$ cat config.mk
export PLATFORM = sky130hd
export DESIGN_NAME = i2c_byte_master
export DESIGN_NICKNAME = d
export VERILOG_FILES = /design/src/rtl/i2cm_pkg.sv /design/src/rtl/i2cm_sync.sv /design/src/rtl/i2cm_timer.sv /design/src/rtl/i2c_byte_master.sv
export SDC_FILE = /design/constraint.sdc
export NUM_CORES = 1
export LEC_CHECK = 0
export CAP_MARGIN = 20
export CORE_MARGIN = 2
export CORE_UTILIZATION = 40
export DETAILED_ROUTE_END_ITERATION = 16
export HOLD_SLACK_MARGIN = 0.08
export PLACE_DENSITY = 0.69
export SLEW_MARGIN = 20
export SYNTH_ARGS = -nofsm -noshare
export SYNTH_HDL_FRONTEND = slang
export SYNTH_SLANG_ARGS = --single-unit
$ cat constraint.sdc
create_clock -name clk -period 3.8 [get_ports clk]
set_input_delay 0.76 -clock clk [delete_from_list [all_inputs] [get_ports clk]]
set_output_delay 0.76 -clock clk [all_outputs]
set_load 0.02 [all_outputs]
$ cat src/rtl/i2cm_pkg.sv
package i2cm_pkg;

  typedef enum logic [1:0] {
    OP_START = 2'd0,
    OP_STOP  = 2'd1,
    OP_WRITE = 2'd2,
    OP_READ  = 2'd3
  } op_e;

  typedef enum logic [3:0] {
    S_IDLE,
    S_BUF,    // both released, bus free time
    S_SWAIT,  // SDA low, wait for SCL seen high
    S_HOLD,   // start hold
    S_LOW,    // bit: SCL low
    S_WAIT,   // bit: SCL released, wait for it
    S_HIGH,   // bit: SCL high
    S_TAIL,   // SCL low, SDA unchanged
    S_PREP,   // both low before stop
    S_SRISE,  // stop: SCL released, wait
    S_SETUP   // stop setup
  } state_e;

  function automatic int imax(input int a, input int b);
    return (a > b) ? a : b;
  endfunction

endpackage

$ cat src/rtl/i2cm_sync.sv
module i2cm_sync #(
  parameter int W = 2
) (
  input  logic         clk,
  input  logic         rst_n,
  input  logic [W-1:0] d,
  output logic [W-1:0] q
);
  logic [W-1:0] meta_q, sync_q;

  always_ff @(posedge clk or negedge rst_n) begin
    if (!rst_n) begin
      meta_q <= '1;
      sync_q <= '1;
    end else begin
      meta_q <= d;
      sync_q <= meta_q;
    end
  end

  assign q = sync_q;
endmodule

$ cat src/rtl/i2cm_timer.sv
module i2cm_timer #(
  parameter int W = 8
) (
  input  logic         clk,
  input  logic         rst_n,
  input  logic         load,
  input  logic [W-1:0] value,
  output logic         expired
);
  logic [W-1:0] cnt_q;

  always_ff @(posedge clk or negedge rst_n) begin
    if (!rst_n)              cnt_q <= '0;
    else if (load)           cnt_q <= value;
    else if (cnt_q != '0)    cnt_q <= cnt_q - 1'b1;
  end

  assign expired = (cnt_q == '0);


  tmr_count_chk: assert property (@(posedge clk) disable iff (!rst_n)
    (!load && cnt_q != '0) |=> (cnt_q == $past(cnt_q) - 1'b1));
endmodule

$ cat src/rtl/i2c_byte_master.sv
module i2c_byte_master
  import i2cm_pkg::*;
#(
  parameter int T_BUF     = 470,
  parameter int T_HDSTA   = 400,
  parameter int T_SUSTO   = 400,
  parameter int T_LOW     = 470,
  parameter int T_HIGH    = 400,
  parameter int T_STRETCH = 100000
) (
  input  logic       clk,
  input  logic       rst_n,
  input  logic       cmd_valid,
  output logic       cmd_ready,
  input  logic [1:0] cmd_op,
  input  logic [7:0] cmd_wdata,
  input  logic       cmd_stop,
  input  logic       cmd_last,
  output logic       done,
  output logic       error,
  output logic       ack_received,
  output logic [7:0] rdata,
  output logic       scl_oe,
  output logic       sda_oe,
  input  logic       scl_in,
  input  logic       sda_in
);
  localparam int TMAX = imax(imax(imax(T_BUF, T_HDSTA), imax(T_SUSTO, T_LOW)),
                             imax(T_HIGH, T_STRETCH));
  localparam int CW   = $clog2(TMAX + 1);

  state_e     state_q, state_d;
  op_e        op_q;
  logic [7:0] sh_q;
  logic [3:0] bit_q;
  logic       stop_q, last_q, err_q, ack_q, free_q, done_q;
  logic       scl_s, sda_s, t_exp, bitval, want_stop;
  logic [CW-1:0] ld_val;

  i2cm_sync #(.W(2)) u_sync (
    .clk(clk), .rst_n(rst_n), .d({scl_in, sda_in}), .q({scl_s, sda_s}));

  i2cm_timer #(.W(CW)) u_tmr (
    .clk(clk), .rst_n(rst_n), .load(state_d != state_q),
    .value(ld_val), .expired(t_exp));

  // bit value placed on SDA for the current slot (1 = released)
  always_comb begin
    if (op_q == OP_WRITE) bitval = (bit_q == 4'd8) ? 1'b1 : sh_q[7];
    else                  bitval = (bit_q == 4'd8) ? last_q : 1'b1;
  end

  assign want_stop = stop_q && ((op_q == OP_WRITE) || (op_q == OP_READ && last_q));

  always_comb begin
    state_d = state_q;
    case (state_q)
      S_IDLE:  if (cmd_valid) begin
                 case (op_e'(cmd_op))
                   OP_START: state_d = S_BUF;
                   OP_STOP:  state_d = S_PREP;
                   default:  state_d = S_LOW;
                 endcase
               end
      S_BUF:   if (t_exp) state_d = S_SWAIT;
      S_SWAIT: if (scl_s) state_d = S_HOLD; else if (t_exp) state_d = S_PREP;
      S_HOLD:  if (t_exp) state_d = S_IDLE;
      S_LOW:   if (t_exp) state_d = S_WAIT;
      S_WAIT:  if (scl_s) state_d = S_HIGH; else if (t_exp) state_d = S_PREP;
      S_HIGH:  if (t_exp) state_d = (bit_q == 4'd8) ? S_TAIL : S_LOW;
      S_TAIL:  state_d = want_stop ? S_PREP : S_IDLE;
      S_PREP:  if (t_exp) state_d = S_SRISE;
      S_SRISE: if (scl_s || t_exp) state_d = S_SETUP;
      S_SETUP: if (t_exp) state_d = S_IDLE;
      default: state_d = S_IDLE;
    endcase
  end

  always_comb begin
    case (state_d)
      S_BUF:                  ld_val = CW'(T_BUF - 1);
      S_SWAIT, S_WAIT, S_SRISE: ld_val = CW'(T_STRETCH - 1);
      S_HOLD:                 ld_val = CW'(T_HDSTA - 1);
      S_LOW, S_PREP:          ld_val = CW'(T_LOW - 1);
      S_HIGH:                 ld_val = CW'(T_HIGH - 1);
      S_SETUP:                ld_val = CW'(T_SUSTO - 1);
      default:                ld_val = '0;
    endcase
  end

  always_ff @(posedge clk or negedge rst_n) begin
    if (!rst_n) begin
      state_q <= S_IDLE;
      op_q    <= OP_START;
      sh_q    <= '0;
      bit_q   <= '0;
      stop_q  <= 1'b0;
      last_q  <= 1'b0;
      err_q   <= 1'b0;
      ack_q   <= 1'b0;
      free_q  <= 1'b1;
      done_q  <= 1'b0;
    end else begin
      state_q <= state_d;
      done_q  <= (state_q != S_IDLE) && (state_d == S_IDLE);
      if (state_q != S_IDLE && state_d == S_IDLE) free_q <= (state_q == S_SETUP);
      case (state_q)
        S_IDLE: if (cmd_valid) begin
          op_q   <= op_e'(cmd_op);
          sh_q   <= cmd_wdata;
          stop_q <= cmd_stop;
          last_q <= cmd_last;
          bit_q  <= '0;
          err_q  <= 1'b0;
          ack_q  <= 1'b0;
        end
        S_WAIT: begin
          if (scl_s) begin
            if (op_q == OP_READ && bit_q != 4'd8) sh_q <= {sh_q[6:0], sda_s};
            if (op_q == OP_WRITE && bit_q == 4'd8) begin
              ack_q <= ~sda_s;
              err_q <= sda_s;
            end
          end else if (t_exp) err_q <= 1'b1;
        end
        S_SWAIT, S_SRISE: if (!scl_s && t_exp) err_q <= 1'b1;
        S_HIGH: if (t_exp && bit_q != 4'd8) begin
          bit_q <= bit_q + 4'd1;
          if (op_q == OP_WRITE) sh_q <= {sh_q[6:0], 1'b0};
        end
        default: ;
      endcase
    end
  end

  // open-drain drive: 1 pulls the line low
  always_comb begin
    case (state_q)
      S_IDLE:          begin scl_oe = ~free_q; sda_oe = ~free_q; end
      S_BUF:           begin scl_oe = 1'b0;    sda_oe = 1'b0;    end
      S_SWAIT, S_HOLD: begin scl_oe = 1'b0;    sda_oe = 1'b1;    end
      S_LOW, S_TAIL:   begin scl_oe = 1'b1;    sda_oe = ~bitval; end
      S_WAIT, S_HIGH:  begin scl_oe = 1'b0;    sda_oe = ~bitval; end
      S_PREP:          begin scl_oe = 1'b1;    sda_oe = 1'b1;    end
      default:         begin scl_oe = 1'b0;    sda_oe = 1'b1;    end
    endcase
  end

  assign cmd_ready    = (state_q == S_IDLE);
  assign done         = done_q;
  assign error        = err_q;
  assign ack_received = ack_q;
  assign rdata        = sh_q;


  accept_busy_chk: assert property (@(posedge clk) disable iff (!rst_n)
    (cmd_valid && cmd_ready) |=> !cmd_ready);

  done_idle_chk: assert property (@(posedge clk) disable iff (!rst_n)
    done |-> (cmd_ready && !$past(done)));

  sda_steady_chk: assert property (@(posedge clk) disable iff (!rst_n)
    (!cmd_ready && (op_q == OP_WRITE || op_q == OP_READ) && !scl_oe && !$past(scl_oe))
      |-> $stable(sda_oe));

  timeout_stop_chk: assert property (@(posedge clk) disable iff (!rst_n)
    (state_q == S_WAIT && !scl_s && t_exp) |=> (scl_oe && sda_oe && error));

  park_low_chk: assert property (@(posedge clk) disable iff (!rst_n)
    (done && $past(state_q) != S_SETUP) |-> (scl_oe && sda_oe));

  stop_release_chk: assert property (@(posedge clk) disable iff (!rst_n)
    (done && $past(state_q) == S_SETUP) |-> (!scl_oe && !sda_oe));
endmodule

; Word level (Yosys, flattened, before mapping)
; Memories as Yosys holds them, arrays and structs flattened.
; Cells that the tools add are included.
[totals]
register_bits = 45
rom_bits = 192
in_bits = 17
n_memories = 1
[classes]
n_addsub = 2
eq_ne = 25
muxes = 39
n_bitwise = 3
n_reduce_logical = 30
[memory_table]
columns = name, words, width, rd, rd_ports_with_merged_regs, write_ports, line_no
row1 = (name not given), 16, 12, 1, 0, 0, i2c_byte_master.sv:80  ; case (state_d)
[op_table]
columns = op, n
row1 = two-way mux 4 bit, 13
row2 = two-way mux 8 bit, 5
row3 = one-hot mux 4 bit (10 select lines), 1
row4 = two-way mux 17 bit, 2
row5 = one-hot mux 8 bit (3 select lines), 1
row6 = logical NOT 17 bit, 1
row7 = nonzero test 17 bit, 1
row8 = "subtractor 17 x 1 -> 17 bit, second input constant", 1
row9 = "equality test 4 x 3 -> 1 bit, second input constant", 4
row10 = "equality test 4 bit, second input constant", 4
row11 = one-hot mux 4 bit (2 select lines), 2
row12 = "inequality test 2 bit, second input constant", 6
row13 = two-way mux 1 bit, 10
row14 = "equality test 4 x 2 -> 1 bit, second input constant", 2
row15 = logical NOT 4 bit, 2
row16 = logical AND 1 bit, 7
row17 = one-hot mux 1 bit (3 select lines), 2
row18 = AND reduction 6 bit, 1
row19 = nonzero test 2 bit, 3
row20 = nonzero test 3 bit, 2
row21 = AND reduction 5 bit, 1
row22 = "adder 4 x 1 -> 4 bit, second input constant", 1
row23 = "equality test 2 bit, second input constant", 2
row24 = "equality test 4 x 1 -> 1 bit, second input constant", 1
row25 = other kinds (19), 24

; Logic depth before layout (Yosys ltp)
[depth]
depth_word = 8
depth_mapped = 13
depth_no_buf = 12

; Cells and area by module
; A second synthesis with hierarchy kept.
[hier_totals]
hier_cells = 320
hier_area_um2 = 2987.9
[modules_own_cells]
columns = mod, instances, cells_each, area_per_inst_um2, seq_area_each_um2
row1 = i2c_byte_master, 1, 207, 1849.3, 601.8
row2 = i2cm_timer, 1, 109, 1033.5, 425.4
row3 = i2cm_sync, 1, 4, 105.1, 105.1

; Least setup slack after synthesis
; OpenSTA, ideal clock, no wires.
[synth_path]
path_type = register to register
start = register u_tmr.cnt_q[0]
end = register u_tmr.cnt_q[8]
setup_time_ns = 0.161
t_arrival_ns = 3.046
slack_ns = 0.594
path_stages_with_launch = 12
period_less_slack_ns = 3.206
path_cell_list = dfrtp_1 > inv_1 > ha_1 > or4b_1 > nor4_2 > o21ai_0 > o211ai_1 > inv_1 > ha_1 > or2_2 > mux2i_1 > mux2i_1
[synth_between]
elab_chain_cells = 6
[synth_lines]
columns = item, line_no
row1 = "start, declared", i2cm_timer.sv:10  ; logic [W-1:0] cnt_q;
row2 = "start signal, assigned", i2cm_timer.sv:14  ; else if (load) cnt_q <= value;
row3 = "start signal, assigned", i2cm_timer.sv:15  ; else if (cnt_q != '0) cnt_q <= cnt_q - 1'b1;
row4 = logical NOT 17 bit *, i2cm_timer.sv:18  ; assign expired = (cnt_q == '0);
row5 = two-way mux 4 bit / logical OR 1 bit (equally long branches), "i2c_byte_master.sv:66, i2c_byte_master.sv:69, i2c_byte_master.sv:73"
row6 = two-way mux 4 bit (on tied branches), "i2c_byte_master.sv:69, i2c_byte_master.sv:66, i2c_byte_master.sv:73"
row7 = one-hot mux 4 bit (10 select lines) *, i2c_byte_master.sv:57  ; case (state_q)
row8 = via state_d[0], i2c_byte_master.sv:32  ; state_e state_q, state_d;
row9 = memory read (16 x 12 bit) / inequality test 4 bit (equally long branches), n/a
row10 = two-way mux 17 bit / nonzero test 2 bit (equally long branches), n/a
; The timed path passes the listed nets; every way through them passes the cells marked *. The select of a mux whose other input is x is not followed.
; A chain may end at the register's enable or synchronous reset.

; Worst setup path after layout
[layout_path]
start = register u_tmr.cnt_q[0]
end = register free_q
[layout_between]
elab_chain_cells = 6
[layout_lines]
columns = item, line_no
row1 = logical NOT 17 bit *, i2cm_timer.sv:18
row2 = two-way mux 4 bit / logical OR 1 bit (equally long branches), "i2c_byte_master.sv:66, i2c_byte_master.sv:69, i2c_byte_master.sv:73"
row3 = two-way mux 4 bit (on tied branches), "i2c_byte_master.sv:69, i2c_byte_master.sv:66, i2c_byte_master.sv:73"
row4 = one-hot mux 4 bit (10 select lines) *, i2c_byte_master.sv:57
row5 = via state_d[2], i2c_byte_master.sv:32
row6 = logical NOT 4 bit *, i2c_byte_master.sv:106  ; if (state_q != S_IDLE && state_d == S_IDLE) free_q <= (state_q == S_SETUP);
row7 = logical AND 1 bit *, i2c_byte_master.sv:106
row8 = "end signal, assigned", i2c_byte_master.sv:106
row9 = "end, declared", i2c_byte_master.sv:36  ; logic stop_q, last_q, err_q, ack_q, free_q, done_q;
; The timed path passes the listed nets; every way through them passes the cells marked *.

==> out/summary.log <==
qor: critical_path.required 4040 ps
qor: yosys.synth.yosys.seq_area_share 39.7%
qor: power_and_ir_drop.power.combinational.fraction 59.0%
qor: global_routing.grt_start_max_net_pins 46
qor: die.core-area 0.00683 mm²
qor: drt.route.detailed.vias_per_inst 5.39
qor: global_routing.first_pass_grt_wire_length 11,000 µm
qor: yosys.synth_warnings 0
qor: power_and_ir_drop.switchingPower 0.00129 W
qor: critical_path.worst-path-max-fanout 21
qor: clocking.numClockSinks 45
qor: sta.remaining_max_slew_budget_at_the_tightest_pin 47.8%
qor: drt.met1_length 2970 µm
qor: yosys.synth-edff-count 0
qor: clocking.worst_skew_pair_later_pin_latency 310 ps
qor: clocking.ctsHtreeMaxLevel 2
qor: clocking.post_cts_hold_buffer_count 0
qor: critical_path.r2r_cells 8
qor: drt.route.met2.wl 3030 µm
qor: final_layout.multiInputGateArea 0.00161 mm²
qor: clocking.post-cts-setup-buffer-count 0
qor: drt.post_drt_wl_per_cell 14.9 µm
qor: power_and_ir_drop.pwr_cell_area 857 mW/mm²
qor: job.max_cap_viol_count 0
qor: critical_path.crit_type register to register
qor: sta.slew_viol_final 0
qor: final_layout.insertedDiodeCount 0
qor: final_layout.fin_nets 358
qor: sta.max_freq 285 MHz
qor: drt.number_of_nets_still_failing_antenna_checks_after_routing 0
qor: clocking.tritoncts_clock_tree built
qor: sta.unrepaired_setup_endpoints_after_global_routing false
qor: clocking.cts-root-to-sink-buffers 2
qor: power_and_ir_drop.p_leak 1.47 nW
qor: drt.drc 0
qor: critical_path.cp.arrival 3750 ps
qor: critical_path.critical_path.endpoint_type register
qor: power_and_ir_drop.seq_power_share 30.3%
qor: die.initial_core_util 41.7%
qor: die.fp.dieArea 0.00782 mm²
qor: global_routing.grt-ovfl-total 0
qor: die.die_wd 88.4 µm
qor: power_and_ir_drop.power.share.clock 10.7%
qor: sta.final.min_clock_period 3510 ps
qor: sta.skew_final 6.66 ps
qor: placement.routabilityCongestion 0.877
qor: sta.report.final.hold_viol_count 0
qor: placement.numPortBuffers 30
qor: yosys.syn-mean-instance-area 9.32 µm²
qor: clocking.cts.repair.resized 0
qor: die.die_h 88.4 µm
qor: sta.min_period_over_period 92.4%
qor: global_routing.antenna_found_initial 0
qor: yosys.synth-async-reset-ratio 100%
qor: outcome.status finished clean
qor: yosys.synthesized_flop_and_latch_total 45
qor: sta.setup_violations 0
qor: final_layout.drive_above_1_share 9.31%
qor: drt.drt_pass1_iterations 4
qor: die.num_io_pins 31
qor: drt.detailroute.wirelength.met3 235 µm
qor: final_layout.syn2layout_area_growth 17.1%
qor: global_routing.first_global_vias 2,244
qor: sta.setup-tns-final 0 ps
qor: power_and_ir_drop.max-vdd-ir-drop 410 µV
qor: clocking.cts.reportedPaths.clkPinSlew 90 ps
qor: final_layout.area.sequential 0.00113 mm²
qor: yosys.yosys.cell_types.count 55
qor: clocking.number_of_buffers_added_by_the_clock_tree_synthesis_step 5
qor: yosys.synthFlopType dfrtp_1
qor: power_and_ir_drop.power.switching_fraction 45.1%
qor: power_and_ir_drop.p_int 0.00157 W
qor: yosys.synth_fp_nets 332
qor: clocking.clock_tree.root_cell clkbuf_8
qor: yosys.synth_area_leaders dfrtp_1 (35%), mux2i_1 (8.4%), nand2_1 (5.3%), dfstp_2 (4.6%), ha_1 (3.9%)
qor: yosys.mapped_cells 306
qor: global_routing.all_layer_gr_usage 18.0%
qor: yosys.synthesis.area 0.00285 mm²
qor: sta.worst_hold_slack 360 ps
qor: final_layout.n_fill_cell 655
qor: hold_path.timing.hold.worst_path_depth 0
qor: drt.vias 2,311
qor: die.placement_rows 30
qor: sta.worst_pin_slew 780 ps
qor: critical_path.critPathLaunchType register
qor: hold_path.holdCritPathClass register to register
qor: yosys.top_area_cell_type_share_of_the_netlist_area 35.1%
qor: drt.routed_wl 6380 µm
qor: yosys.yosysTopAreaCell dfrtp_1
qor: drt.detail_route.iter0.violations 130
qor: drt.routed.top_layer met4
qor: placement.hpwlAfterDp 4550 µm
## per-layer routing
layer	global-route usage [%]	up-vias
li1	-	1141
met1	23.6	1104
met3	3.54	15
met4	7.58	0
met2	29.1	51
met5	0	-
## Yosys cell counts (3+ instances only)
| library cell | count |
|---|---|
| nand4b_1 | 3 |
| or4_1 | 3 |
| ha_1 | 9 |
| a21oi_1 | 5 |
| dfrtp_1 | 40 |
| nand2b_1 | 11 |
| or2_2 | 3 |
| nor4_1 | 6 |
| clkbuf_1 | 15 |
| dfstp_2 | 5 |
| xnor2_1 | 9 |
| and2_1 | 6 |
| o21ai_0 | 18 |
| a31oi_1 | 4 |
| xor2_1 | 8 |
| nor2_1 | 19 |
| o32a_1 | 3 |
| nand3b_1 | 3 |
| nand2_1 | 40 |
| nor3_1 | 9 |
| o31ai_1 | 4 |
| nand3_1 | 4 |
| or3_1 | 3 |
| mux2i_1 | 24 |
| inv_1 | 11 |
## sequential cells by signal, summed over array words and instances, names as in the netlist
signal / cells
done: 1
free_q: 1
stop_q: 1
u_tmr.cnt_q: 17
rdata: 8
ack_received: 1
last_q: 1
error: 1
state_q: 4
u_sync.q: 2
u_sync.meta_q: 2
op_q: 2
bit_q: 4
## path summary, 6_finish.rpt
check,endpoint,slack [ps],from
min in group asynchronous,u_tmr.cnt_q[5]$_DFFE_PN0P_,420,rst_n
setup reg to reg,free_q$_DFFE_PN1P_,290,u_tmr.cnt_q[0]$_DFFE_PN0P_
max in group asynchronous,u_sync.meta_q[1]$_DFF_PN1_,2980,rst_n
setup / recovery,free_q$_DFFE_PN1P_,290,u_tmr.cnt_q[0]$_DFFE_PN0P_
hold / removal,u_sync.q[1]$_DFF_PN1_,360,u_sync.meta_q[1]$_DFF_PN1_
hold reg to reg,u_sync.q[1]$_DFF_PN1_,360,u_sync.meta_q[1]$_DFF_PN1_
## layout make-up
cell class,count,share of cell area (%)
well taps,96,3.60
flip-flops and latches,45,33.9
clock buffers,5,2.06
clock inverters,3,0.674
multi-input cells,233,48.3
repair buffers,36,10.3
inverters,11,1.24
## stage by stage
step           cells  util [%]  setup WS (ps)  total power (W)  instance area, µm²
4_1_cts          429      48.8            305          0.00289                3340
3_3_place_gp     421      47.5            419          0.00253                3250
2_1_floorplan    306         -            594          0.00209                2850
5_1_grt          429      48.9            163          0.00311                3340
3_5_place_dp     421      47.5            332          0.00256                3250
6_report         429      48.9            291          0.00286                3340
## critical path: stages (launching register included)
cell and delay [ps]:
dfrtp_1 400, inv_1 130, ha_1 150, or4b_1 490
or4_4 690, a221o_1 430, or3_1 570, nor3b_4 240
mux2_1 340
## cell usage in the layout, fill, tap and decap left out, types with 2 or more instances in the layout
cell type         n
o31ai_1           4
or4_1             3
nor2_1           19
ha_1              9
dfstp_2           5
mux2i_1          24
xor2_1            8
nand4b_1          3
or3_1             3
nor2b_1           2
nor3b_1           2
clkinvlp_4        3
o211ai_1          2
inv_1            11
nand2_1          40
and2_1            6
xnor2_1           9
buf_4             7
or4_4             2
o21ai_0          18
nor4_1            6
clkdlybuf4s50_1  29
nor3_1            9
nand3_1           4
dfrtp_1          40
nand2b_1         11
clkbuf_8          5
nand3b_1          3
or2_2             3
nand4_1           2
a31oi_1           4
o32a_1            3
o21a_1            2
a21oi_1           5
a221o_1           2
a221oi_1          2
and3_1            2
a2111oi_0         2
## power groups by stage
stage / clock (W) / sequential [W] / combinational (W)
final: 0.000306 / 0.000868 / 0.00169
after global routing: 0.000336 / 0.000897 / 0.00188
after CTS: 0.000322 / 0.000862 / 0.00170
after floorplan: 0 / 0.000829 / 0.00126
after global placement: 0 / 0.000867 / 0.00166
after detailed placement: 0 / 0.000868 / 0.00169
## cell families (layout without fill, tap and decap cells)
kind of cell	after synthesis	in the layout	share of synthesized area, %
simple gates	126	126	24.0
compound gates	54	54	13.2
flops	45	45	39.7
buf+inv	28	55	4.21
mux	27	27	9.74
xor+xnor	17	17	5.22
fa+ha+maj	9	9	3.95
No activity file was read; power rests on OpenSTA's default activity.
